$ cat src/rtl/tmr_pkg.sv
package tmr_pkg;
  localparam int ADDR_W = 3;
  localparam logic [ADDR_W-1:0] ADDR_MODE12 = 3'd4;
  localparam logic [ADDR_W-1:0] ADDR_MODE34 = 3'd5;

  localparam int M12_W        = 5;
  localparam int M12_T1_SLOW  = 0;
  localparam int M12_T2_EXT   = 1;
  localparam int M12_T2_CHAIN = 2;
  localparam int M12_T1_STOP  = 3;
  localparam int M12_T2_STOP  = 4;

  localparam int M34_W        = 6;
  localparam int M34_T3_EXT   = 0;
  localparam int M34_T3_HSYNC = 1;
  localparam int M34_T4_FAST  = 2;
  localparam int M34_T4_DIV16 = 3;
  localparam int M34_T3_STOP  = 4;
  localparam int M34_T4_STOP  = 5;

  localparam int NUM_TMR = 4;
  localparam int NUM_EXT = 3;
endpackage

$ cat src/rtl/tmr_prescale.sv
module tmr_prescale #(
  parameter int FAST_LOG = 1,
  parameter int MID_LOG  = 4,
  parameter int SLOW_LOG = 12
) (
  input  logic clk,
  input  logic rst_n,
  output logic tick_fast,
  output logic tick_mid,
  output logic tick_slow
);
  localparam int DW = SLOW_LOG;

  logic [DW-1:0] div_q, div_d;

  always_comb div_d = div_q + 1'b1;

  always_ff @(posedge clk or negedge rst_n) begin
    if (!rst_n) div_q <= '0;
    else        div_q <= div_d;
  end

  assign tick_fast = &div_q[FAST_LOG-1:0];
  assign tick_mid  = &div_q[MID_LOG-1:0];
  assign tick_slow = &div_q[SLOW_LOG-1:0];
endmodule

$ cat src/rtl/tmr_edge_sync.sv
module tmr_edge_sync #(
  parameter int N = 3
) (
  input  logic         clk,
  input  logic         rst_n,
  input  logic [N-1:0] pin,
  output logic [N-1:0] rise
);
  for (genvar i = 0; i < N; i++) begin : g_ch
    logic s1_q, s2_q, prev_q;
    always_ff @(posedge clk or negedge rst_n) begin
      if (!rst_n) begin
        s1_q   <= 1'b0;
        s2_q   <= 1'b0;
        prev_q <= 1'b0;
      end else begin
        s1_q   <= pin[i];
        s2_q   <= s1_q;
        prev_q <= s2_q;
      end
    end
    assign rise[i] = s2_q & ~prev_q;
  end
endmodule

$ cat src/rtl/tmr_down8.sv
module tmr_down8 #(
  parameter int W = 8,
  parameter logic [W-1:0] RST_VAL = '0
) (
  input  logic         clk,
  input  logic         rst_n,
  input  logic         load,
  input  logic [W-1:0] load_val,
  input  logic         pulse,
  output logic [W-1:0] cnt_o,
  output logic [W-1:0] latch_o,
  output logic         ovf_o
);
  logic [W-1:0] cnt_q, cnt_d, lat_q, lat_d;
  logic         at_zero;

  assign at_zero = (cnt_q == '0);
  assign ovf_o   = pulse & ~load & at_zero;

  always_comb begin
    cnt_d = cnt_q;
    lat_d = lat_q;
    if (load) begin
      cnt_d = load_val;
      lat_d = load_val;
    end else if (pulse) begin
      cnt_d = at_zero ? lat_q : cnt_q - 1'b1;
    end
  end

  always_ff @(posedge clk or negedge rst_n) begin
    if (!rst_n) begin
      cnt_q <= RST_VAL;
      lat_q <= RST_VAL;
    end else begin
      cnt_q <= cnt_d;
      lat_q <= lat_d;
    end
  end

  assign cnt_o   = cnt_q;
  assign latch_o = lat_q;

  AST_DECREMENT: assert property (@(posedge clk) disable iff (!rst_n)
    (pulse && !load && cnt_o != '0) |=> cnt_o == $past(cnt_o) - 1'b1);
  AST_LOAD_BOTH: assert property (@(posedge clk) disable iff (!rst_n)
    load |=> (cnt_o == $past(load_val) && latch_o == $past(load_val)));
  AST_RELOAD_ZERO: assert property (@(posedge clk) disable iff (!rst_n)
    (pulse && !load && cnt_o == '0) |=> cnt_o == $past(latch_o));
endmodule

$ cat src/rtl/tmr_cascade_set.sv
module tmr_cascade_set
  import tmr_pkg::*;
#(
  parameter int CNT_W = 8,
  parameter logic [CNT_W-1:0] PRE_HI = 8'hFF,
  parameter logic [CNT_W-1:0] PRE_LO = 8'h07,
  parameter int FAST_LOG = 1,
  parameter int MID_LOG  = 4,
  parameter int SLOW_LOG = 12
) (
  input  logic              clk,
  input  logic              rst_n,
  input  logic              wr_en,
  input  logic [ADDR_W-1:0] addr,
  input  logic [CNT_W-1:0]  wdata,
  output logic [CNT_W-1:0]  rdata,
  input  logic              stop_req,
  input  logic              tim2_pin,
  input  logic              tim3_pin,
  input  logic              hsync_pin,
  output logic [NUM_TMR-1:0] irq,
  output logic              osc_stable
);
  logic tick_fast, tick_mid, tick_slow;
  logic [NUM_EXT-1:0] ext_rise;
  logic [M12_W-1:0] m12_q, m12_d;
  logic [M34_W-1:0] m34_q, m34_d;
  logic hold_q, hold_d, free_q, free_d;
  logic enter, release_w;
  logic [NUM_TMR-1:0] src, run, pulse, ovf, load, irq_q;
  logic [CNT_W-1:0] cnt [NUM_TMR];
  logic [CNT_W-1:0] lat [NUM_TMR];
  logic [CNT_W-1:0] ld_val [NUM_TMR];
  logic ext3;

  tmr_prescale #(.FAST_LOG(FAST_LOG), .MID_LOG(MID_LOG), .SLOW_LOG(SLOW_LOG)) u_pre (
    .clk(clk), .rst_n(rst_n),
    .tick_fast(tick_fast), .tick_mid(tick_mid), .tick_slow(tick_slow)
  );

  tmr_edge_sync #(.N(NUM_EXT)) u_sync (
    .clk(clk), .rst_n(rst_n),
    .pin({hsync_pin, tim3_pin, tim2_pin}),
    .rise(ext_rise)
  );

  // source selection, cascade forced while waiting for the oscillator
  assign ext3 = m34_q[M34_T3_HSYNC] ? ext_rise[2] : ext_rise[1];

  always_comb begin
    src[0] = m12_q[M12_T1_SLOW] ? tick_slow : tick_mid;
    src[1] = m12_q[M12_T2_EXT] ? ext_rise[0]
           : (m12_q[M12_T2_CHAIN] ? ovf[0] : tick_mid);
    src[2] = (hold_q && free_q) ? tick_mid
           : (m34_q[M34_T3_EXT] ? ext3 : tick_mid);
    src[3] = hold_q ? ovf[2]
           : (m34_q[M34_T4_FAST] ? tick_fast
           : (m34_q[M34_T4_DIV16] ? tick_mid : ovf[2]));
    run[0] = ~m12_q[M12_T1_STOP];
    run[1] = ~m12_q[M12_T2_STOP];
    run[2] = hold_q | ~m34_q[M34_T3_STOP];
    run[3] = hold_q | ~m34_q[M34_T4_STOP];
  end

  assign enter     = stop_req & ~hold_q;
  assign release_w = hold_q & ovf[3];

  for (genvar i = 0; i < NUM_TMR; i++) begin : g_tmr
    localparam logic [CNT_W-1:0] RV = (i == 2) ? PRE_HI : ((i == 3) ? PRE_LO : '0);
    localparam logic [CNT_W-1:0] PV = (i == 2) ? PRE_HI : PRE_LO;
    localparam bit FORCED = (i >= 2);
    logic wr_hit;

    assign wr_hit = wr_en && (addr == ADDR_W'(i)) && !(FORCED && hold_q);
    assign pulse[i] = src[i] & run[i];

    if (FORCED) begin : g_forced
      assign load[i]   = wr_hit | enter;
      assign ld_val[i] = enter ? PV : wdata;
    end else begin : g_plain
      assign load[i]   = wr_hit;
      assign ld_val[i] = wdata;
    end

    tmr_down8 #(.W(CNT_W), .RST_VAL(RV)) u_cnt (
      .clk(clk), .rst_n(rst_n),
      .load(load[i]), .load_val(ld_val[i]), .pulse(pulse[i]),
      .cnt_o(cnt[i]), .latch_o(lat[i]), .ovf_o(ovf[i])
    );
  end

  always_comb begin
    m12_d  = m12_q;
    m34_d  = m34_q;
    hold_d = hold_q;
    free_d = free_q;
    if (wr_en && addr == ADDR_MODE12) m12_d = wdata[M12_W-1:0];
    if (wr_en && addr == ADDR_MODE34) m34_d = wdata[M34_W-1:0];
    if (enter) begin
      hold_d = 1'b1;
      free_d = 1'b0;
    end else if (release_w) begin
      hold_d = 1'b0;
    end
  end

  always_ff @(posedge clk or negedge rst_n) begin
    if (!rst_n) begin
      m12_q  <= '0;
      m34_q  <= '0;
      hold_q <= 1'b1;
      free_q <= 1'b1;
      irq_q  <= '0;
    end else begin
      m12_q  <= m12_d;
      m34_q  <= m34_d;
      hold_q <= hold_d;
      free_q <= free_d;
      irq_q  <= ovf;
    end
  end

  always_comb begin
    case (addr)
      3'd0, 3'd1, 3'd2, 3'd3: rdata = cnt[addr[1:0]];
      ADDR_MODE12: rdata = CNT_W'(m12_q);
      ADDR_MODE34: rdata = CNT_W'(m34_q);
      default:     rdata = '0;
    endcase
  end

  assign irq        = irq_q;
  assign osc_stable = ~hold_q;

  AST_T1_FROZEN: assert property (@(posedge clk) disable iff (!rst_n)
    (m12_q[M12_T1_STOP] && !load[0]) |=> $stable(cnt[0]));
  AST_STOP_PRESET: assert property (@(posedge clk) disable iff (!rst_n)
    (stop_req && !hold_q) |=> (hold_q && cnt[2] == PRE_HI && cnt[3] == PRE_LO));
  AST_RELEASE_ON_T4: assert property (@(posedge clk) disable iff (!rst_n)
    $fell(hold_q) |-> irq_q[3]);
  AST_HOLD_LATCH_KEEP: assert property (@(posedge clk) disable iff (!rst_n)
    hold_q |=> ($stable(lat[2]) && $stable(lat[3])));
endmodule

$ cat config.mk
export PLATFORM = sky130hd
export DESIGN_NAME = tmr_cascade_set
export DESIGN_NICKNAME = d
export VERILOG_FILES = /design/src/rtl/tmr_pkg.sv /design/src/rtl/tmr_prescale.sv /design/src/rtl/tmr_edge_sync.sv /design/src/rtl/tmr_down8.sv /design/src/rtl/tmr_cascade_set.sv
export SDC_FILE = /design/constraint.sdc
export NUM_CORES = 1
export LEC_CHECK = 0
export ABC_AREA = 1
export BUFFER_PORTS_ARGS = -buffer_cell sky130_fd_sc_hd__buf_2
export CAP_MARGIN = 5
export CORE_MARGIN = 2
export CORE_UTILIZATION = 43
export CTS_CLUSTER_DIAMETER = 60
export DETAILED_ROUTE_END_ITERATION = 7
export HOLD_SLACK_MARGIN = 0.02
export PLACE_DENSITY = 0.61
export SYNTH_ARGS = -nofsm -noshare
export SYNTH_HDL_FRONTEND = slang
export SYNTH_SLANG_ARGS = --single-unit
$ cat constraint.sdc
create_clock -name clk -period 2.6 [get_ports clk]
set_input_delay 0.39 -clock clk [delete_from_list [all_inputs] [get_ports clk]]
set_output_delay 0.39 -clock clk [all_outputs]
set_load 0.02 [all_outputs]
==> results.ini <==
[critical_path]
path_max_fanout=8
criticalPathCategory=in -> out
required_ns=2.21
critPathTopFamily=buffers and inverters
worstSetupEndpointType=output port
cp-start-kind=primary input
slowest_stage=nor2_1
worstPathBufferInverterCount=5
arrival_ns=1.82
max_stage_delay_ns=0.33
path_cells=buf_2 > inv_1 > nor2_1 > inv_2 > nor2_1 > inv_1 > o221ai_1 > buf_2

[global_routing]
grt_pass1_wl_mm=22.3
grt_pass1_vias=4377
antenna_found_initial=0
grt_use_total=0.218
grt_overflow=0
grt_max_degree=49

[logic_synthesis]
synth_most_common_cell=nand2_1
ys_top_cells_by_count=nand2_1 (166), dfrtp_1 (78), inv_1 (71)
yosysUniqueCellTypes=39
ys_warn_count=0
synthArstFlopShare=1.00
yosysTopAreaCellShare=0.370
synth_flop_cell=dfrtp_1
syn_inst=637
seq_area_frac_synth=0.490
syn_area_per_cell_um2=8.28
yosysTopAreaCell=dfrtp_1
synth_seq_cells=102
synth_fp_nets=664
synth_edf_count=0
synth_area_leaders=dfrtp_1 (37%), dfstp_2 (12%), nand2_1 (12%)
syn-cell-area_um2=5280

[cells_and_area]
drive_gt1_frac=0.158
synthToLayoutAreaGrowth_pct=12.1
num_antenna_cells=0
final_nets=701
n_fill_cell=1161

[floorplanning]
row_count=40
die_area_um2=13200
die_w_um=115
core-area_um2=12000
die_h_um=115
io_pins=31
initial_core_util=0.439

[placement]
gp_congestion=0.915
dp_hpwl_mm=9.87
io_buffers=30

[clocking]
root_buffer=clkbuf_16
cts.htree.levels=3
cts.reportedPaths.clkPinSlew_ns=0.07
cts_buffers=9
clock-sinks=102
clock_insertion_delay_worst_skew_ns=0.35
tritoncts=yes
clockBufferDepth=2

[routing]
post-route-drc-count=0
first_pass_iters=6
num_vias=4445
first_iter_violations=395
viasPerCell=5.38
drtAntennaViolNets=0
wl_per_cell_um=16.1
drt-total-wl_mm=13.3

[min_path]
hp-class=in -> reg

[timing]
setup_tns_ns=0
clock_skew_ns=0.00589
fin_crit_ns=2.21
finalSetupViolations=0
hold_viol_final=0
rsz0062_at_grt=false
tightestPinTransition_ns=0.550
relSlewSlack=0.632
fin_crit_sh=0.849
final_max_slew_viol_count=0
max_freq_ghz=0.453

[pwr]
p_leak_nw=2.93
p_per_area_nw_per_um2=1030
peakVddDrop_mv=0.538
p_total_w=0.00607

[job]
cap_violations=0

[status]
status=finished clean

[layout make-up]
cell class	instances	area, um2	area share
sequential	102	2580	0.437
clock buffer	10	229	0.0387
clock inverter	6	63.8	0.0108
multi-input combinational	444	2330	0.394
timing repair buffer	39	235	0.0398
tap	147	184	0.0311
inverter	78	293	0.0495
[cells by family (layout without fill, tap and decap cells)]
logic type,after synthesis,after routing,share of synthesized area
buffers and inverters,91,133,0.0690
adders and majority gates,9,9,0.0213
and+or+nand+nor,263,263,0.216
muxes,4,4,0.00783
AOI/OAI and AO/OA,146,146,0.160
xor gates and xnor gates,22,22,0.0365
DFF,102,102,0.490
[final timing paths]
kind / to / slack, ns / cells past startpoint / from
setup / recovery: rdata[0] / 0.39 / 8 / addr[0]
hold / removal: u_sync.g_ch[2].s1_q / 0.15 / 1 / hsync_pin
setup reg to reg: g_tmr[1].u_cnt.cnt_o[1] / 0.54 / 10 / g_tmr[1].u_cnt.cnt_o[3]
hold reg to reg: u_sync.g_ch[0].s2_q / 0.35 / 0 / u_sync.g_ch[0].s1_q
max in group asynchronous: g_tmr[2].u_cnt.cnt_o[0] / 1.35 / 3 / rst_n
min in group asynchronous: g_tmr[0].u_cnt.latch_o[3] / 0.50 / 2 / rst_n
[state kept, by name, indices dropped and copies added, names as in the netlist]
signal               count
g_tmr.u_cnt.cnt_o       32
g_tmr.u_cnt.latch_o     32
u_pre.div_q             12
m34_q                    6
m12_q                    5
irq                      4
u_sync.g_ch.prev_q       3
u_sync.g_ch.s1_q         3
u_sync.g_ch.s2_q         3
free_q                   1
hold_q                   1
[metal layers]
| metal | share of wire | GRT usage |
|---|---|---|
| met5 | 0 | 0 |
| met4 | 0.029 | 0.0867 |
| met3 | 0.051 | 0.0554 |
| met2 | 0.47 | 0.339 |
| met1 | 0.46 | 0.294 |
[layout by cell type (no fill, tap or decap), types with 2 or more instances in the layout]
cell type / count
nand4_1: 5
o211ai_1: 11
clkbuf_16: 9
xor2_1: 19
mux2i_1: 3
nand2_1: 166
clkinv_2: 2
nand2_2: 5
a21oi_1: 22
buf_4: 8
dfrtp_1: 78
nand3_4: 2
nand3_1: 30
o21ai_0: 67
o21ai_1: 11
o21ai_2: 4
dfstp_2: 24
a221oi_1: 2
nor2_4: 3
a31oi_1: 5
nand3_2: 2
inv_1: 71
nor2_1: 40
inv_2: 7
xnor2_1: 3
o221ai_1: 7
clkinvlp_4: 2
ha_1: 9
nor2_2: 4
o22ai_1: 13
nor3_1: 3
buf_2: 29
[stage by stage]
stage | worst slack, ns | hold slack (ns) | area (um2) | utilization | instances
detailed placement | 0.410 | 0.337 | 5610 | 0.467 | 809
finish | 0.392 | 0.147 | 5920 | 0.493 | 826
global route | 0.239 | 0.121 | 5920 | 0.493 | 826
floorplan | 0.804 | 0.0944 | 5280 | - | 637
global placement | 0.469 | 0.334 | 5610 | 0.467 | 809
CTS | 0.405 | 0.133 | 5920 | 0.493 | 826
[power by group]
| part | leakage (nW) | internal, W | switching (W) |
|---|---|---|---|
| logic | 1.56 | 0.000845 | 0.00142 |
| registers | 1.23 | 0.00216 | 0.000306 |
| clock network | 0.138 | 0.000745 | 0.000588 |
| total | 2.93 | 0.00375 | 0.00232 |
[repair_timing]
item / CTS / global route
hold buffers: 1 / 0
buffers inserted: 0 / 0
hold endpoints to repair: 17 / 0
resized for setup: 0 / 0
Power figures use the tool's default switching activity.
